===== src/rtl/adma_pkg.sv =====
package adma_pkg;

   localparam int REG_IDX_W  = 3;
   localparam int NUM_IRQ    = 2;
   localparam int IRQ_PERIOD = 0;
   localparam int IRQ_WRAP   = 1;

   localparam int CTRL_EN_BIT  = 0;
   localparam int CTRL_IEN_LSB = 1;
   localparam int CTRL_SEL_LSB = 4;
   localparam int CTRL_THR_LSB = 8;

   typedef enum logic [REG_IDX_W-1:0] {
      REG_CTRL   = 3'd0,
      REG_CLR    = 3'd1,
      REG_START  = 3'd2,
      REG_FINISH = 3'd3,
      REG_PERIOD = 3'd4,
      REG_INIT   = 3'd5,
      REG_STATUS = 3'd6,
      REG_POS    = 3'd7
   } reg_idx_e;

   typedef enum logic [1:0] {
      POS_PTR   = 2'd0,
      POS_COUNT = 2'd1,
      POS_LEVEL = 2'd2,
      POS_NONE  = 2'd3
   } pos_sel_e;

endpackage


===== src/rtl/adma_burst_trigger.sv =====
module adma_burst_trigger #(
   parameter int LEVEL_W     = 9,
   parameter int THR_W       = 4,
   parameter int BURST_BYTES = 8
) (
   input  logic               clk,
   input  logic               rst_n,
   input  logic               dma_en,
   input  logic [THR_W-1:0]   thr,
   input  logic [LEVEL_W-1:0] fifo_level,
   input  logic               mem_ack,
   output logic               mem_req,
   output logic               done
);

   localparam int BB_LOG = (BURST_BYTES > 1) ? $clog2(BURST_BYTES) : 1;
   localparam int CMP_W  = LEVEL_W + THR_W + BB_LOG + 1;

   logic [CMP_W-1:0] need_bytes;
   logic             level_ok;
   logic             req_q;

   assign need_bytes = (CMP_W'(thr) + CMP_W'(1)) * CMP_W'(BURST_BYTES);
   assign level_ok   = CMP_W'(fifo_level) >= need_bytes;

   always_ff @(posedge clk or negedge rst_n) begin
      if (!rst_n) begin
         req_q <= 1'b0;
      end else if (req_q) begin
         if (mem_ack) req_q <= 1'b0;
      end else if (dma_en && level_ok) begin
         req_q <= 1'b1;
      end
   end

   assign mem_req = req_q;
   assign done    = req_q & mem_ack;

endmodule


===== src/rtl/adma_ring_ptr.sv =====
module adma_ring_ptr #(
   parameter int ADDR_W      = 32,
   parameter int BURST_BYTES = 8
) (
   input  logic              clk,
   input  logic              rst_n,
   input  logic [ADDR_W-1:0] start_addr,
   input  logic [ADDR_W-1:0] finish_addr,
   input  logic              load,
   input  logic [ADDR_W-1:0] load_val,
   input  logic              step,
   output logic [ADDR_W-1:0] ptr,
   output logic              wrapped
);

   localparam logic [ADDR_W-1:0] STEP = ADDR_W'(BURST_BYTES);

   logic [ADDR_W-1:0] ptr_q;
   logic              at_end;

   assign at_end = (ptr_q == finish_addr);

   always_ff @(posedge clk or negedge rst_n) begin
      if (!rst_n) begin
         ptr_q <= '0;
      end else if (load) begin
         ptr_q <= load_val;
      end else if (step) begin
         ptr_q <= at_end ? start_addr : ptr_q + STEP;
      end
   end

   assign ptr     = ptr_q;
   assign wrapped = step & at_end & ~load;

endmodule


===== src/rtl/adma_period_cnt.sv =====
module adma_period_cnt #(
   parameter int CNT_W = 16
) (
   input  logic             clk,
   input  logic             rst_n,
   input  logic             clear,
   input  logic             step,
   input  logic [CNT_W-1:0] period_n,
   output logic [CNT_W-1:0] count,
   output logic             tick
);

   logic [CNT_W-1:0] cnt_q;
   logic             last;

   assign last = (period_n != '0) && (cnt_q == period_n - CNT_W'(1));
   assign tick = step & last & ~clear;

   always_ff @(posedge clk or negedge rst_n) begin
      if (!rst_n) begin
         cnt_q <= '0;
      end else if (clear) begin
         cnt_q <= '0;
      end else if (step) begin
         cnt_q <= last ? '0 : cnt_q + CNT_W'(1);
      end
   end

   assign count = cnt_q;

endmodule


===== src/rtl/adma_irq_ctrl.sv =====
module adma_irq_ctrl #(
   parameter int NUM = 2
) (
   input  logic           clk,
   input  logic           rst_n,
   input  logic [NUM-1:0] evt,
   input  logic [NUM-1:0] clr,
   input  logic [NUM-1:0] en,
   output logic [NUM-1:0] sts,
   output logic           irq
);

   for (genvar i = 0; i < NUM; i++) begin : g_src
      logic sts_q;
      always_ff @(posedge clk or negedge rst_n) begin
         if (!rst_n)      sts_q <= 1'b0;
         else if (clr[i]) sts_q <= 1'b0;
         else if (evt[i]) sts_q <= 1'b1;
      end
      assign sts[i] = sts_q;
   end

   assign irq = |(sts & en);

endmodule


===== src/rtl/audio_ring_dma.sv =====
module audio_ring_dma
   import adma_pkg::*;
#(
   parameter int ADDR_W      = 32,
   parameter int DATA_W      = 32,
   parameter int BURST_BYTES = 8,
   parameter int LEVEL_W     = 9,
   parameter int THR_W       = 4,
   parameter int CNT_W       = 16,
   parameter bit HAS_INIT    = 1'b1
) (
   input  logic                 clk,
   input  logic                 rst_n,
   input  logic                 reg_we,
   input  logic [REG_IDX_W-1:0] reg_addr,
   input  logic [DATA_W-1:0]    reg_wdata,
   output logic [DATA_W-1:0]    reg_rdata,
   input  logic [LEVEL_W-1:0]   fifo_level,
   output logic                 mem_req,
   output logic [ADDR_W-1:0]    mem_addr,
   input  logic                 mem_ack,
   output logic                 irq
);

   if (BURST_BYTES < 1 || (BURST_BYTES & (BURST_BYTES - 1)) != 0) begin : g_bad_burst
      $error("BURST_BYTES must be a power of two");
   end
   if (ADDR_W > DATA_W || CNT_W > DATA_W || LEVEL_W > DATA_W) begin : g_bad_width
      $error("ADDR_W, CNT_W and LEVEL_W must fit in DATA_W");
   end
   if (CTRL_THR_LSB + THR_W > DATA_W) begin : g_bad_thr
      $error("threshold field does not fit in the control word");
   end

   reg_idx_e              widx;
   logic                  dma_en_q;
   logic [NUM_IRQ-1:0]    ien_q;
   logic [NUM_IRQ-1:0]    clr_q;
   pos_sel_e              sel_q;
   logic [THR_W-1:0]      thr_q;
   logic [ADDR_W-1:0]     start_q;
   logic [ADDR_W-1:0]     finish_q;
   logic [CNT_W-1:0]      period_q;
   logic [ADDR_W-1:0]     init_q;
   logic                  init_load;
   logic                  ptr_load;
   logic                  burst_done;
   logic [ADDR_W-1:0]     ptr;
   logic                  wrapped;
   logic [CNT_W-1:0]      count;
   logic                  period_tick;
   logic [NUM_IRQ-1:0]    evt;
   logic [NUM_IRQ-1:0]    sts;

   assign widx = reg_idx_e'(reg_addr);

   always_ff @(posedge clk or negedge rst_n) begin
      if (!rst_n) begin
         dma_en_q <= 1'b0;
         ien_q    <= '0;
         clr_q    <= '0;
         sel_q    <= POS_PTR;
         thr_q    <= '0;
         start_q  <= '0;
         finish_q <= '0;
         period_q <= '0;
      end else if (reg_we) begin
         case (widx)
            REG_CTRL: begin
               dma_en_q <= reg_wdata[CTRL_EN_BIT];
               ien_q    <= reg_wdata[CTRL_IEN_LSB +: NUM_IRQ];
               sel_q    <= pos_sel_e'(reg_wdata[CTRL_SEL_LSB +: 2]);
               thr_q    <= reg_wdata[CTRL_THR_LSB +: THR_W];
            end
            REG_CLR:    clr_q    <= reg_wdata[NUM_IRQ-1:0];
            REG_START:  start_q  <= reg_wdata[ADDR_W-1:0];
            REG_FINISH: finish_q <= reg_wdata[ADDR_W-1:0];
            REG_PERIOD: period_q <= reg_wdata[CNT_W-1:0];
            default: ;
         endcase
      end
   end

   if (HAS_INIT) begin : g_init
      logic [ADDR_W-1:0] init_r;
      always_ff @(posedge clk or negedge rst_n) begin
         if (!rst_n)                          init_r <= '0;
         else if (reg_we && widx == REG_INIT) init_r <= reg_wdata[ADDR_W-1:0];
      end
      assign init_q    = init_r;
      assign init_load = reg_we && (widx == REG_INIT);
   end else begin : g_no_init
      assign init_q    = '0;
      assign init_load = 1'b0;
   end

   assign ptr_load = !dma_en_q && reg_we && ((widx == REG_START) || init_load);

   adma_burst_trigger #(
      .LEVEL_W    (LEVEL_W),
      .THR_W      (THR_W),
      .BURST_BYTES(BURST_BYTES)
   ) u_trig (
      .clk       (clk),
      .rst_n     (rst_n),
      .dma_en    (dma_en_q),
      .thr       (thr_q),
      .fifo_level(fifo_level),
      .mem_ack   (mem_ack),
      .mem_req   (mem_req),
      .done      (burst_done)
   );

   adma_ring_ptr #(
      .ADDR_W     (ADDR_W),
      .BURST_BYTES(BURST_BYTES)
   ) u_ptr (
      .clk        (clk),
      .rst_n      (rst_n),
      .start_addr (start_q),
      .finish_addr(finish_q),
      .load       (ptr_load),
      .load_val   (reg_wdata[ADDR_W-1:0]),
      .step       (burst_done),
      .ptr        (ptr),
      .wrapped    (wrapped)
   );

   adma_period_cnt #(
      .CNT_W(CNT_W)
   ) u_cnt (
      .clk     (clk),
      .rst_n   (rst_n),
      .clear   (ptr_load),
      .step    (burst_done),
      .period_n(period_q),
      .count   (count),
      .tick    (period_tick)
   );

   assign evt[IRQ_PERIOD] = period_tick;
   assign evt[IRQ_WRAP]   = wrapped;

   adma_irq_ctrl #(
      .NUM(NUM_IRQ)
   ) u_irq (
      .clk  (clk),
      .rst_n(rst_n),
      .evt  (evt),
      .clr  (clr_q),
      .en   (ien_q),
      .sts  (sts),
      .irq  (irq)
   );

   assign mem_addr = ptr;

   always_comb begin
      reg_rdata = '0;
      case (widx)
         REG_CTRL: begin
            reg_rdata[CTRL_EN_BIT]                = dma_en_q;
            reg_rdata[CTRL_IEN_LSB +: NUM_IRQ]    = ien_q;
            reg_rdata[CTRL_SEL_LSB +: 2]          = sel_q;
            reg_rdata[CTRL_THR_LSB +: THR_W]      = thr_q;
         end
         REG_CLR:    reg_rdata[NUM_IRQ-1:0] = clr_q;
         REG_START:  reg_rdata[ADDR_W-1:0]  = start_q;
         REG_FINISH: reg_rdata[ADDR_W-1:0]  = finish_q;
         REG_PERIOD: reg_rdata[CNT_W-1:0]   = period_q;
         REG_INIT:   reg_rdata[ADDR_W-1:0]  = init_q;
         REG_STATUS: reg_rdata[NUM_IRQ-1:0] = sts;
         REG_POS: begin
            case (sel_q)
               POS_PTR:   reg_rdata[ADDR_W-1:0]  = ptr;
               POS_COUNT: reg_rdata[CNT_W-1:0]   = count;
               POS_LEVEL: reg_rdata[LEVEL_W-1:0] = fifo_level;
               default:   reg_rdata = '0;
            endcase
         end
         default: reg_rdata = '0;
      endcase
   end

endmodule


===== config.mk =====
export PLATFORM = sky130hd
export DESIGN_NAME = audio_ring_dma
export DESIGN_NICKNAME = d
export VERILOG_FILES = /design/src/rtl/adma_pkg.sv /design/src/rtl/adma_burst_trigger.sv /design/src/rtl/adma_ring_ptr.sv /design/src/rtl/adma_period_cnt.sv /design/src/rtl/adma_irq_ctrl.sv /design/src/rtl/audio_ring_dma.sv
export SDC_FILE = /design/constraint.sdc
export NUM_CORES = 1
export LEC_CHECK = 0
export BUFFER_PORTS_ARGS = -buffer_cell sky130_fd_sc_hd__buf_4
export CAP_MARGIN = 20
export CORE_MARGIN = 4
export CORE_UTILIZATION = 54
export CTS_CLUSTER_SIZE = 25
export DETAILED_ROUTE_END_ITERATION = 6
export MAX_ROUTING_LAYER = met4
export PLACE_DENSITY = 0.76
export SYNTH_ARGS = -nofsm -noshare
export SYNTH_HDL_FRONTEND = slang
export SYNTH_SLANG_ARGS = --single-unit

===== constraint.sdc =====
create_clock -name clk -period 2.5 [get_ports clk]
set_input_delay 0.375 -clock clk [delete_from_list [all_inputs] [get_ports clk]]
set_output_delay 0.375 -clock clk [all_outputs]
set_load 0.02 [all_outputs]

# After elaboration in Yosys (flattened, before gate mapping)
# Cells that the tools add are included.
# W data, S select, Z words.
word_totals:
  ff_bits: 174
classes:
  n_addsub: 4
  order_cmp: 1
  n_eq_ne: 11
  muxes: 24
  n_bitwise: 7
  n_reduce_logical: 19
ops:
  columns: ["operator", "n"]
  rows:
  - ["$mux W32", 3]
  - ["$mux W16", 4]
  - ["$pmux W16 S4", 1]
  - ["$add A32 B4 Y32 const B", 1]
  - ["$eq A32 B32 Y1", 1]
  - ["$pmux W9 S3", 1]
  - ["$pmux W4 S6", 1]
  - ["$pmux W4 S5", 1]
  - ["$ge A9 B17 Y1", 1]
  - ["$add A16 B1 Y16 const B", 1]
  - ["$eq A16 B16 Y1", 1]
  - ["$pmux W2 S8", 1]
  - ["$reduce_bool A16 Y1", 1]
  - ["$sub A16 B1 Y16 const B", 1]
  - ["$pmux W7 S2", 1]
  - ["$eq A3 B3 Y1 const B", 4]
  - ["$pmux W2 S6", 1]
  - ["$pmux W2 S5", 1]
  - ["$reduce_and A2 Y1", 5]
  - ["$mux W1", 7]
  - ["$eq A3 B2 Y1 const B", 2]
  - ["$pmux W1 S6", 1]
  - ["$reduce_bool A2 Y1", 3]
  - ["$add A4 B1 Y5 const B", 1]
  - ["other kinds (13)", 21]

# Logic depth before layout (Yosys ltp)
# Gate-level depths: netlist of the first run.
logic_depth:
  ltp_word: 8
  depth_mapped: 11

# Modules after synthesis
# From an unflattened synthesis of the first run, not the netlist that was laid out.
unflattened:
  hier_cells: 1052
  hier_area_um2: 11098.1
modules_own_cells:
  columns: ["mod", "n_inst", "cells_each", "area_per_inst_um2", "seq_area_each_um2"]
  rows:
  - ["audio_ring_dma", 1, 470, 6288.5, 3078.0]
  - ["adma_ring_ptr", 1, 358, 2840.2, 800.8]
  - ["adma_period_cnt", 1, 192, 1642.8, 400.4]
  - ["adma_burst_trigger", 1, 25, 232.7, 25.0]
  - ["adma_irq_ctrl", 1, 7, 93.8, 50.0]

# Least setup slack after synthesis of the first run
# Ideal clock, no wire load.
synth_timing:
  path_type: "register to register"
  startpoint: "register period_q[4]"
  endpoint: "register u_cnt.cnt_q[15], in the netlist u_cnt.count[15]"
  arrival_time_ps: 2466
  t_required_ps: 2372
  path_slack_ps: -95
  path_stages_with_launch: 10
  n_path_buf: 3
  cell_sequence: "dfrtp_1 -> buf_6 -> or4_1 -> buf_2 -> or3_1 -> a2111oi_2 -> nand4b_2 -> buf_6 -> a31oi_1 -> o22ai_1"
synth_via:
  elab_chain_len: 6
synth_lines:
  columns: ["element", "line", "rtl"]
  rows:
  - ["start: declaration", "audio_ring_dma.sv:43", "logic [CNT_W-1:0] period_q;"]
  - ["start signal: assignment", "audio_ring_dma.sv:78", "REG_PERIOD: period_q <= reg_wdata[CNT_W-1:0];"]
  - ["$sub A16 B1 Y16", "adma_period_cnt.sv:16", "assign last = (period_n != '0) && (cnt_q == period_n - CNT_W'(1));"]
  - ["$eq A16 B16 Y1", "adma_period_cnt.sv:16", null]
  - ["$logic_and A1 B1 Y1 *", "adma_period_cnt.sv:16", null]
  - ["$mux W16 *", "adma_period_cnt.sv:25", "cnt_q <= last ? '0 : cnt_q + CNT_W'(1);"]
  - ["$mux W16 *", "adma_period_cnt.sv:24", "end else if (step) begin"]
  - ["$mux W16 *", "adma_period_cnt.sv:22", "end else if (clear) begin"]
  - ["end signal: assignment", "adma_period_cnt.sv:25", null]
  - ["end: declaration", "adma_period_cnt.sv:13", "logic [CNT_W-1:0] cnt_q;"]
# Mark *: on every way between the ends. The rest lies on a longest branch, timed or not. The select of a mux whose other input is x is not followed.
# A chain may end at the register's enable or synchronous reset.

# Final worst setup path of the first run
layout_timing:
  startpoint: "register period_q[0]"
  endpoint: "register u_cnt.cnt_q[6], in the netlist u_cnt.count[6]"
# Same word-level chain as after synthesis.

==> impl.org, run 1 <==
** Layout
- Layout cells sized above 1 :: 0.342
- Final #Nets :: 1270
- Fill cell total of the finished layout :: between 1000 and 1500
- Antenna diode count :: 0
- From synthesis to final layout, the design area changed by 25.7%.
- At the end of the flow the core is filled with cells to 0.693.

** Synthesis
- When the netlist entered floorplanning its net count stood at roughly 1100.
- Post-synthesis cell type count :: 63
- During synthesis, Yosys emitted a total of 0 warnings.
- Of the total synthesized cell area, the portion taken by full adders, half adders and majority gates is 0.0109.
- Synthesis produced between 1000 and 1500 cells.
- In this run, synthesis produced a sequential element count of 174.
- Of the total synthesized cell area, the portion taken by AND, OR, NAND and NOR gates is 0.144.
- The share of the synthesized area in compound gates (AO/OA/AOI/OAI) was 0.150.
- Of the total synthesized cell area, the portion taken by XOR and XNOR cells is 0.0473.
- Predominant post-synthesis flop cell :: sky130_fd_sc_hd__dfrtp_1
- Counting flops with an async set or reset pin after synthesis yields a share of 1.00.
- After synthesis, the mean cell area works out to 9.85 um^2.
- After synthesis, the share of cell area in mux cells is 0.186.
- Post-synth design cell area :: between 10000 and 15000 um^2
- Main combinational cell family by area after synthesis :: multiplexers
- Fraction of the yosys area taken by sequential cells :: 0.420
- Number of enable flip-flop cells after synthesis :: 0

** Timing
- Unrepaired setup endpoints after global routing :: true
- The clock arrives with 0.0121 ns of skew.
- In the final timing run, aggregate negative setup slack is -0.918 ns.
- Timing would allow up to 384 MHz.
- Final slew viol count :: 0
- Final Hold Fails :: 0
- Setup violations remaining at the end of the flow were counted as 16.
- Worst path setup slack after routing :: -0.101 ns
- Part of the cycle the worst path needs :: 1.04
- Normalized max-slew margin :: 0.506
- Measured slew at the worst slew-check pin :: 0.740 ns
- Final hold analysis gives a worst-case slack of 0.160 ns.
- Crit path time final :: 2.60 ns

** Power
- Worst VDD drop :: 0.000538 V
- Leakage power of the design :: between 5 and 6 nW
- Power density normalized to cell area :: 845 nW/um^2
- Power consumption :: approximately 0.011 W

** Critical path
- Flop-to-flop setup slack :: -0.10 ns
- CP max-delay cell :: sky130_fd_sc_hd__dfrtp_1
- Biggest fanout along the worst timing path :: 8
- STA classifies the critical path endpoint as a flop.
- Worst Path Required :: between 2 and 3 ns
- Crit-path cells :: inv_2 -> ha_4 -> or3b_4 -> or3_4 -> a2111oi_4 -> nand4b_4 -> buf_12 -> a31oi_1 -> mux2i_1
- For this run, the slowest stage of the critical path takes 0.41 ns.
- Launching element type of the critical path :: flop
- The worst setup path is of the reg -> reg kind.
- STA puts the critical path data arrival time at 2.90 ns.

** Clocking
- Clk Latency, worst-skew pair :: 0.44 ns
- TritonCTS built the clock tree.
- After clock tree synthesis, the clock-pin slew on the worst setup and hold paths is 0.07 ns.
- Clock tree synthesis inserted a total of 17 buffers.
- Counting along the longest clock path gives a buffer depth of 2.
- Clock sink total :: around 170
- The H-tree generated during clock tree synthesis spans 4 levels.
- The root buffer cell chosen for the clock tree is sky130_fd_sc_hd__clkbuf_16.

** GRT
- The initial antenna violation count is 0.
- Global Route Usage Sum :: 0.312
- Via count of the first global-routing pass :: between 9000 and 10000
- For this run the aggregate overflow at the end of global routing stands at 0.
- The first global-routing pass estimated 51600 um of wire.
- Pin count of the biggest net entering global routing :: 65

** Floorplanning
- I/O pin cnt :: 114
- Site Rows :: 50
- The total area inside the core boundary comes to 18800 um^2.
- Measured along the x axis, the die boundary spans 147 um.
- The die covers 21500 um^2.
- Initial core utilization :: 0.551
- In this run the vertical extent of the chip is between 100 and 150 um.

** Detailed routing
- After detailed routing, the number of vias per cell comes to 6.32.
- Detailed-routing iteration count for the pre-antenna-repair pass :: 6
- The detail route stage leaves a number of antenna-violating nets equal to 0.
- Routed vias :: 9391
- Average wire length per cell after detail routing :: 22.3 um
- Violation count after the first detailed-route iteration :: 907
- For this run, design rule violations remaining after detail routing come to 0.
- Final Routed Wirelength :: 33100 um

** Job
- Max-cap viol count :: 0

** Outcome
- The final reports fail on negative setup slack.
- Outcome :: complete, but fails checks

** Placement
- Once detailed placement completed, the half-perimeter wirelength came to 23500 um.
- The count of buffers added on input and output ports is 113.
- The congestion estimate from routability-driven global placement came to between 0.9 and 1.
- Worst slack at placement :: -0.121 ns

** Min path
- The worst hold path belongs to the class in -> reg.
[layer usage]
metal / wire (um) / vias up / global-route usage
met2: 15900 / 481 / 0.493
met4: 1330 / 0 / 0.122
li1: - / 4229 / -
met3: 2710 / 96 / 0.0633
met1: 13200 / 4585 / 0.397
met5: 0 / - / -
[layout by cell type, fill, tap and decap left out, drive strengths merged, types with 7 or more instances in the layout]
| master | netlist | final |
|---|---|---|
| buf | 12 | 225 |
| dfrtp | 174 | 174 |
| mux2 | 127 | 127 |
| nand2 | 84 | 84 |
| nor2 | 66 | 66 |
| mux2i | 50 | 50 |
| o21ai | 49 | 49 |
| xor2 | 42 | 42 |
| a21oi | 36 | 36 |
| nand3 | 31 | 31 |
| inv | 26 | 31 |
| o22ai | 24 | 24 |
| a31oi | 23 | 23 |
| nor3 | 22 | 22 |
| clkbuf | 75 | 19 |
| nand4 | 18 | 18 |
| a221oi | 17 | 17 |
| nor4 | 17 | 17 |
| a221o | 16 | 16 |
| xnor2 | 14 | 14 |
| and3 | 12 | 12 |
| a21o | 11 | 11 |
| and2 | 9 | 9 |
| nor2b | 9 | 9 |
| ha | 9 | 9 |
| a41oi | 7 | 7 |
[synth_stat cells, types with 11 or more instances]
master | n | area [um^2]
sky130_fd_sc_hd__a21o_1 | 11 | 82.6
sky130_fd_sc_hd__a21oi_1 | 36 | 180
sky130_fd_sc_hd__a221o_1 | 16 | 160
sky130_fd_sc_hd__a221oi_1 | 17 | 149
sky130_fd_sc_hd__a31oi_1 | 23 | 144
sky130_fd_sc_hd__and3_1 | 12 | 75.1
sky130_fd_sc_hd__clkbuf_1 | 75 | 282
sky130_fd_sc_hd__dfrtp_1 | 174 | 4350
sky130_fd_sc_hd__inv_1 | 26 | 97.6
sky130_fd_sc_hd__mux2_2 | 125 | 1410
sky130_fd_sc_hd__mux2i_1 | 50 | 500
sky130_fd_sc_hd__nand2_1 | 83 | 312
sky130_fd_sc_hd__nand3_1 | 31 | 155
sky130_fd_sc_hd__nand4_1 | 18 | 113
sky130_fd_sc_hd__nor2_1 | 66 | 248
sky130_fd_sc_hd__nor3_1 | 22 | 110
sky130_fd_sc_hd__nor4_1 | 15 | 93.8
sky130_fd_sc_hd__o21ai_0 | 24 | 120
sky130_fd_sc_hd__o21ai_1 | 25 | 125
sky130_fd_sc_hd__o22ai_1 | 24 | 150
sky130_fd_sc_hd__xnor2_1 | 14 | 123
sky130_fd_sc_hd__xor2_1 | 42 | 368
[power by group]
group / switching [W] / internal (W) / leakage, nW
Clock: 0.00121 / 0.00139 / 0.266
Sequential: 0.000612 / 0.00346 / 2.11
Combinational: 0.00240 / 0.00195 / 3.21
Total: 0.00422 / 0.00680 / 5.59
[through the flow]
step           instances  cell area [um^2]
5_1_grt             1486             13000
3_3_place_gp        1446             12200
6_report            1486             13000
3_5_place_dp        1447             12200
2_1_floorplan       1054             10400
4_1_cts             1481             12800
[worst max-delay path: cells and delay by family (launching register included)]
kind,cells,cell delay [ns]
buf+inv,2,0.29
flops,1,0.41
simple gates,3,1.00
mux,1,0.10
compound gates,2,0.55
fa+ha+maj,1,0.13
[registers in the layout, indices dropped and copies added, names as in the netlist]
| name | flops |
|---|---|
| finish_q | 32 |
| g_init.init_r | 32 |
| start_q | 32 |
| u_ptr.ptr | 32 |
| period_q | 16 |
| u_cnt.count | 16 |
| thr_q | 4 |
| clr_q | 2 |
| ien_q | 2 |
| sel_q | 2 |
| u_irq.g_src.sts_q | 2 |
| dma_en_q | 1 |
| u_trig.mem_req | 1 |
[path summary, 6_finish.rpt]
path | from | to | cells past startpoint
min in group asynchronous | rst_n | u_cnt.count[14]$_DFFE_PN0P_ | 2
max in group asynchronous | rst_n | u_trig.mem_req$_DFF_PN0_ | 3
setup reg to reg | period_q[0]$_DFFE_PN0P_ | u_cnt.count[6]$_DFFE_PN0P_ | 9
hold / removal | mem_ack | u_trig.mem_req$_DFF_PN0_ | 2
setup / recovery | period_q[0]$_DFFE_PN0P_ | u_cnt.count[6]$_DFFE_PN0P_ | 9
hold reg to reg | clr_q[1]$_DFFE_PN0P_ | u_irq.g_src[1].sts_q$_DFFE_PN0P_ | 1
[kinds of logic (layout without fill, tap and decap cells)]
logic type               after synthesis  in the layout
adder cells (fa/ha/maj)                9              9
flip-flops                           174            174
XOR/XNOR                              56             56
AND/OR/NAND/NOR                      299            299
AO/OA/AOI/OAI                        226            226
multiplexers                         177            177
buffers and inverters                113            285
[timing repair]
item                                   in CTS  in global routing
endpoints found under the hold margin      48                  0
pin swaps                                   3                 15
buffers inserted                            1                  5
cloned                                      0                  1
setup endpoints to repair                  26                 33
hold buffers                                1                  0
gates resized for setup                    10                 30
[cell type report]
| class | instances | area (um^2) | share of cell area |
|---|---|---|---|
| Clock inverter | 14 | 134 | 0.0103 |
| Tap cell | 260 | 325 | 0.0249 |
| Inverter | 26 | 97.6 | 0.00748 |
| Clock buffer | 18 | 429 | 0.0329 |
| Timing Repair Buffer | 227 | 1890 | 0.145 |
| Multi-Input combinational cell | 767 | 5810 | 0.445 |
| Sequential cell | 174 | 4350 | 0.334 |
Power figures use the tool's default switching activity.
==> run 2: changes to the inputs <==
--- a/config.mk
+++ b/config.mk
@@ -8,11 +8,13 @@
 export BUFFER_PORTS_ARGS = -buffer_cell sky130_fd_sc_hd__buf_4
 export CAP_MARGIN = 20
 export CORE_MARGIN = 4
-export CORE_UTILIZATION = 54
+export CORE_UTILIZATION = 50
 export CTS_CLUSTER_SIZE = 25
 export DETAILED_ROUTE_END_ITERATION = 6
+export GPL_TIMING_DRIVEN = 0
 export MAX_ROUTING_LAYER = met4
-export PLACE_DENSITY = 0.76
+export PLACE_DENSITY = 0.71
+export SKIP_CTS_REPAIR_TIMING = 1
 export SYNTH_ARGS = -nofsm -noshare
 export SYNTH_HDL_FRONTEND = slang
 export SYNTH_SLANG_ARGS = --single-unit
==> impl.org, run 2 (synthesis gave the netlist of run 1 again) <==
** Floorplanning
- From left edge to right edge, the die measures 152 um.
- Floorplan die area :: 23100 um^2
- Initial core utilization :: 0.511
- The initialized floorplan defines 52 standard-cell rows.
- Y dimension of the die :: between 150 and 200 um
- The floorplan step defined a core boundary enclosing 20300 um^2.
- 114 I/O pins were placed.

** GRT
- Met3 global-route usage :: 0.0617
- Global-route met2 utilization :: 0.478
- Pin count of the biggest net entering global routing :: 97
- GR Overflow Total :: 0
- Met1 Usage GRT :: 0.403
- Number of antenna violations at the first check in global routing :: 0
- Via count of the first global-routing pass :: 9182
- For this run, the total global-route usage over all layers was measured as 0.311.
- Top Usage Layer GRT :: met2
- Global-route wire length before repair :: 55000 um

** Min path
- Path category of the worst min-delay check :: in -> reg
- Along the worst hold path, the cell count comes to 2.

** Timing
- Across all hold checks on the routed design, the worst slack comes to 0.149 ns.
- The final number of max-transition violations was 0.
- Max Freq :: 357 MHz
- Of the available clock period, the critical path in the final layout requires 1.12.
- Normalized max-slew margin :: 0.384
- Clock skew on the completed layout was measured at 0.0114 ns.
- Final Hold Fails :: 0
- Setup repair after global routing could not meet its margin everywhere.
- For the pin with the worst max-slew slack, the measured transition is 0.920 ns.
- Worst path setup slack after routing :: -0.300 ns
- Crit path time final :: around 2.8 ns
- Final setup violation count :: 20

** Critical path
- The number of buffers and inverters on the critical path is 2.
- Of all nets on the critical path, the largest fanout is 8.
- The critical path runs through a total of 9 cells.
- CP max-delay cell :: sky130_fd_sc_hd__or4_4
- Largest stage delay on the critical path :: 0.53 ns
- Worst Path Required :: around 2.8 ns
- The kind of cell with the highest combined delay along the critical path is simple AND/OR/NAND/NOR gates.
- Crit-path cells :: or4_4 -> buf_6 -> or3_1 -> o31a_1 -> a21oi_2 -> nand4b_4 -> clkbuf_16 -> a31oi_1 -> o22ai_1
- At the worst endpoint, the arrival time is approximately 3.1 ns.
- Length in cells of the worst reg-to-reg path :: 9
- Launching element type of the critical path :: flop
- STA classifies the critical path endpoint as a flop.
- Worst Path Class, Setup :: reg -> reg

** Layout
- Summing all non-filler instances in the final layout gives an area of 12800 um^2.
- Util after Layout :: 0.632
- The sequential cells in the finished layout cover a total of 4390 um^2.
- Relative area change from synthesis to final layout :: 23.7%
- After filler insertion, the fill cell instance count of the layout stands at between 1500 and 2000.
- Leading cell types in the layout, fill and taps excluded :: sky130_fd_sc_hd__buf_4, sky130_fd_sc_hd__dfrtp_1, sky130_fd_sc_hd__mux2_2, sky130_fd_sc_hd__nand2_1, sky130_fd_sc_hd__nor2_1
- In the final layout, the share of cells above drive strength 1 is 0.342.
- Leaving out fill and tap cells, the most frequent cell in the layout is sky130_fd_sc_hd__buf_4.
- Multi-input combinational cell area :: 5850 um^2
- Antenna diode count :: 0
- Final #Nets :: between 1000 and 1500

** Placement
- Timing analysis after detailed placement gives a worst setup slack of -1.00 ns.
- DPL Wire Length :: 25500 um
- The congestion estimate from routability-driven global placement came to 0.993.
- Quantity of I/O buffers inserted on ports :: 112
- Placed Area :: 11700 um^2

** Detailed routing
- Count of unresolved DRC violations after routing :: 0
- Average wire length per cell after detail routing :: 24.2 um
- Detailed-routing iteration count for the pre-antenna-repair pass :: 6
- After the first detailed-routing iteration, the DRC count stood at 1165.
- Via density :: ~6.4
- Routed vias :: about 9600
- Number of nets with antenna violations after routing :: 0
- The final layout contains routed wiring with a total length of 36200 um.

** Outcome
- The flow ran to the end, but the final reports show violations.
- The final reports fail on negative setup slack.

** Power
- Dividing total power by cell area gives a power density of 849 nW/um^2.
- Leakage power of the design :: 5.35 nW
- Worst VDD drop :: 0.000620 V

** Clocking
- Clk Latency, worst-skew pair :: 0.44 ns
- Number of clock buffers inserted by TritonCTS :: 17
- The longest clock path from root to sink contains 2 buffers.
- TritonCTS clock tree :: built
- Depth of the CTS H-tree :: 4
- In this run the clock root is driven by a sky130_fd_sc_hd__clkbuf_16.
- Clock-pin slew was measured on the worst setup and hold paths at 0.07 ns.
- The clock drives 174 sinks.

** Job
- Max-cap viol count :: 0
==> run 2: final cells by class <==
| cell class | count | area share |
|---|---|---|
| plain buffers | 69 | 0.0292 |
| clock buffers | 23 | 0.0365 |
| clock inverters | 9 | 0.00663 |
| inverters | 26 | 0.00829 |
| multi-input cells | 767 | 0.456 |
| flip-flops and latches | 174 | 0.342 |
| well taps | 270 | 0.0263 |
| repair buffers | 156 | 0.0950 |
==> run 2: metrics by stage <==
step                setup TNS (ns)  power, W  instances
detailed placement          -49.26   0.00789       1437
finish                       -3.99    0.0109       1494
global placement            -58.54   0.00782       1436
floorplan                   -0.564   0.00637       1054
global route                 -4.99    0.0114       1494
CTS                         -47.50    0.0105       1469
==> run 2: path summary, 6_finish.rpt <==
kind / from / end / slack (ns)
worst max-delay path: period_q[5]$_DFFE_PN0P_ / u_cnt.count[7]$_DFFE_PN0P_ / -0.30
worst min-delay path: mem_ack / u_trig.mem_req$_DFF_PN0_ / 0.15
worst max register to register: period_q[5]$_DFFE_PN0P_ / u_cnt.count[7]$_DFFE_PN0P_ / -0.30
worst min register to register: clr_q[1]$_DFFE_PN0P_ / u_irq.g_src[1].sts_q$_DFFE_PN0P_ / 0.48
max in group asynchronous: rst_n / u_ptr.ptr[19]$_DFFE_PN0P_ / 1.09
min in group asynchronous: rst_n / thr_q[0]$_DFFE_PN0P_ / 0.52
==> run 2: power breakdown <==
part	switching [W]	total, W	internal [W]
combinational	0.00214	0.00391	0.00177
clock	0.00116	0.00258	0.00143
sequential	0.000913	0.00440	0.00349
==> run 2: metal layers <==
metal | routed length, um | vias up | share of wire
met2 | 16700 | 565 | 0.46
met3 | 3190 | 121 | 0.088
met4 | 1590 | 0 | 0.044
met1 | 14700 | 4727 | 0.41
met5 | 0 | - | 0
li1 | - | 4221 | -
==> run 3: changes to the inputs <==
--- a/config.mk
+++ b/config.mk
@@ -5,15 +5,15 @@
 export SDC_FILE = /design/constraint.sdc
 export NUM_CORES = 1
 export LEC_CHECK = 0
-export BUFFER_PORTS_ARGS = -buffer_cell sky130_fd_sc_hd__buf_4
 export CAP_MARGIN = 20
 export CORE_MARGIN = 4
 export CORE_UTILIZATION = 50
 export CTS_CLUSTER_SIZE = 25
 export DETAILED_ROUTE_END_ITERATION = 6
+export DONT_BUFFER_PORTS = 1
 export GPL_TIMING_DRIVEN = 0
 export MAX_ROUTING_LAYER = met4
-export PLACE_DENSITY = 0.71
+export PLACE_DENSITY = 0.64
 export SKIP_CTS_REPAIR_TIMING = 1
 export SYNTH_ARGS = -nofsm -noshare
 export SYNTH_HDL_FRONTEND = slang
==> constraint.sdc (replaced) <==
create_clock -name clk -period 3.1 [get_ports clk]
set_input_delay 0.465 -clock clk [delete_from_list [all_inputs] [get_ports clk]]
set_output_delay 0.465 -clock clk [all_outputs]
set_load 0.02 [all_outputs]
==> impl.org, run 3 (synthesis gave the netlist of run 1 again) <==
** Critical path
- Crit-path cells :: clkbuf_1 -> inv_1 -> nand2_1 -> clkbuf_1 -> nor2_1 -> a21oi_1 -> o221ai_1
- Top Family by Delay on Critical Path :: buffers and inverters
- Of all nets on the critical path, the largest fanout is 10.
- Largest stage delay on the critical path :: 0.58 ns
- Counting buffers and inverters, the worst setup path is 7 cells deep.
- For the worst setup path, the data required time is 2.63 ns.
- Buffers plus inverters on the worst setup path :: 3
- The number of cells on the worst reg-to-reg path is 10.
- Worst path most repeated cell :: sky130_fd_sc_hd__clkbuf_1
- Worst Path Class, Setup :: in -> out
- CP max-delay cell :: sky130_fd_sc_hd__clkbuf_1
- The worst setup path is captured at an output port.
- Worst EP arrival :: about 2.7 ns
- STA classifies the critical path startpoint as an input pin.

** Detailed routing
- Dividing the detail-routed wire length by the instance count gives approximately 26 um.
- Number of nets with antenna violations after routing :: 0
- Via density :: roughly 6.6
- Violation count after the first detailed-route iteration :: 865
- Count of unresolved DRC violations after routing :: 0
- The pre-antenna-repair detailed-routing pass consisted of 5 iterations.
- Final Routed Wirelength :: roughly 35000 um
- Routed vias :: 8911

** Placement
- Prior to clock tree synthesis, the placed netlist has a worst setup slack of -0.761 ns.
- The congestion estimate from routability-driven global placement came to 0.939.
- In this run the tool buffered the top-level ports with 0 buffer cells.
- DPL Wire Length :: around 25000 um

** Layout
- Leaving out fill and tap cells, the most frequent cells in the layout are sky130_fd_sc_hd__dfrtp_1, sky130_fd_sc_hd__mux2_2, sky130_fd_sc_hd__nand2_1, sky130_fd_sc_hd__nor2_1, sky130_fd_sc_hd__clkbuf_1.
- Final #Nets :: approximately 1100
- Util after Layout :: 0.561
- Antenna diode count :: 0
- Relative area change from synthesis to final layout :: 9.81%
- Leading cell type in the layout, fill and taps excluded :: sky130_fd_sc_hd__dfrtp_1
- Of the cells placed in the final design, the portion with a size suffix greater than 1 is 0.179.

** Clocking
- For the worst-skew pair, the clock arrives at the later sink with an insertion delay of 0.44 ns.
- Clock sink total :: 174
- Number of buffers on the longest clock path :: 2
- Depth of the CTS H-tree :: 4
- TritonCTS clock tree :: built
- Library cell used as clock root buffer :: sky130_fd_sc_hd__clkbuf_16
- Clk pin slew, worst setup/hold paths :: around 0.07 ns
- Number of clock buffers inserted by TritonCTS :: 17

** GRT
- For met3 alone, demand over resource in global routing was 0.0717.
- GR Overflow Total :: 0
- The global routing stage identified its most utilized layer as met2.
- In the global route stage, overall resource usage came out at 0.308.
- For this run, global-route usage on met2 was measured as 0.479.
- In the global route stage, met1 resource usage came out at 0.388.
- Entering global routing, the biggest net connects 175 pins.
- The initial antenna violation count was 0.
- The via count of the first global-routing pass was 8712.
- The first global-routing pass estimated ~54000 um of wire.

** Power
- For this design the ratio of total power to cell area is 716 nW/um^2.
- VDD sags by at most just over 0.0004 V.
- Leakage power of the design :: between 4 and 5 nW

** Floorplanning
- Pin placement for this block handled 114 I/O pins.
- Floorplan die area :: 23100 um^2
- Die outline width :: 152 um
- The core region is 20300 um^2.
- Site Rows :: 52
- Initial core utilization :: 0.511
- Y dimension of the die :: 152 um

** Timing
- Clock skew on the completed layout was measured at 0.0112 ns.
- Setup repair after global routing could not meet its margin everywhere.
- Setup violations remaining at the end of the flow were counted as 1.
- Measured against its own limit, the worst slew margin works out to 0.404.
- Worst path setup slack after routing :: -0.0300 ns
- The total count of hold-check failures in the final report is ~170.
- For the finished layout, the period the worst path requires is 3.13 ns.
- Fin Hold WS :: -0.281 ns
- Final slew viol count :: 0
- In the finished design, the share of the clock period the worst path needs comes to 1.01.
- Max Freq :: 319 MHz
- Measured slew at the worst slew-check pin :: 0.887 ns

** Outcome
- The checks that failed: negative hold slack, negative setup slack.
- Outcome :: complete, but fails checks

** Job
- Across the run, the number of max-cap violations was 0.

** Min path
- Path category of the worst min-delay check :: in -> async
[run 3: layer usage]
layer | part of all wire | vias up
li1 | - | 3946
met1 | 0.40 | 4424
met2 | 0.46 | 442
met3 | 0.090 | 99
met4 | 0.046 | 0
met5 | 0 | -
[run 3: path summary, 6_finish.rpt]
path / startpoint / end / slack (ns)
max: reg_addr[2] / reg_rdata[9] / -0.03
min: rst_n / u_trig.mem_req$_DFF_PN0_ / -0.28
max reg2reg: u_ptr.ptr[5]$_DFFE_PN0P_ / u_ptr.ptr[20]$_DFFE_PN0P_ / 0.10
min reg2reg: clr_q[1]$_DFFE_PN0P_ / u_irq.g_src[1].sts_q$_DFFE_PN0P_ / 0.48
max in group asynchronous: rst_n / u_ptr.ptr[22]$_DFFE_PN0P_ / 3.11
min in group clk: mem_ack / u_trig.mem_req$_DFF_PN0_ / 0.14
[run 3: stage by stage]
stage | instance area [um^2] | std cells | TNS, ns | total power (W) | hold WS, ns
3_5_place_dp | 10700 | 1325 | -18.74 | 0.00590 | 0.180
5_1_grt | 11400 | 1354 | -0.221 | 0.00852 | -0.294
3_3_place_gp | 10700 | 1324 | -17.52 | 0.00587 | 0.181
6_report | 11400 | 1354 | -0.0300 | 0.00816 | -0.281
2_1_floorplan | 10400 | 1054 | 0 | 0.00510 | 0.169
4_1_cts | 11300 | 1355 | -16.34 | 0.00808 | -0.281
[run 3: area by class of cell]
cell class	instances	area [um^2]
fillers	1835	8900
multi-input cells	767	5650
flip-flops and latches	174	4350
clock buffers	18	439
plain buffers	85	357
well taps	270	338
clock inverters	12	138
inverters	26	97.6
repair buffers	2	18.8
[run 3: where the power goes]
group	switching [W]	internal (W)	total, W
combinational	0.00138	0.000972	0.00236
sequential	0.000845	0.00278	0.00362
clock	0.000967	0.00121	0.00217
total	0.00320	0.00496	0.00816
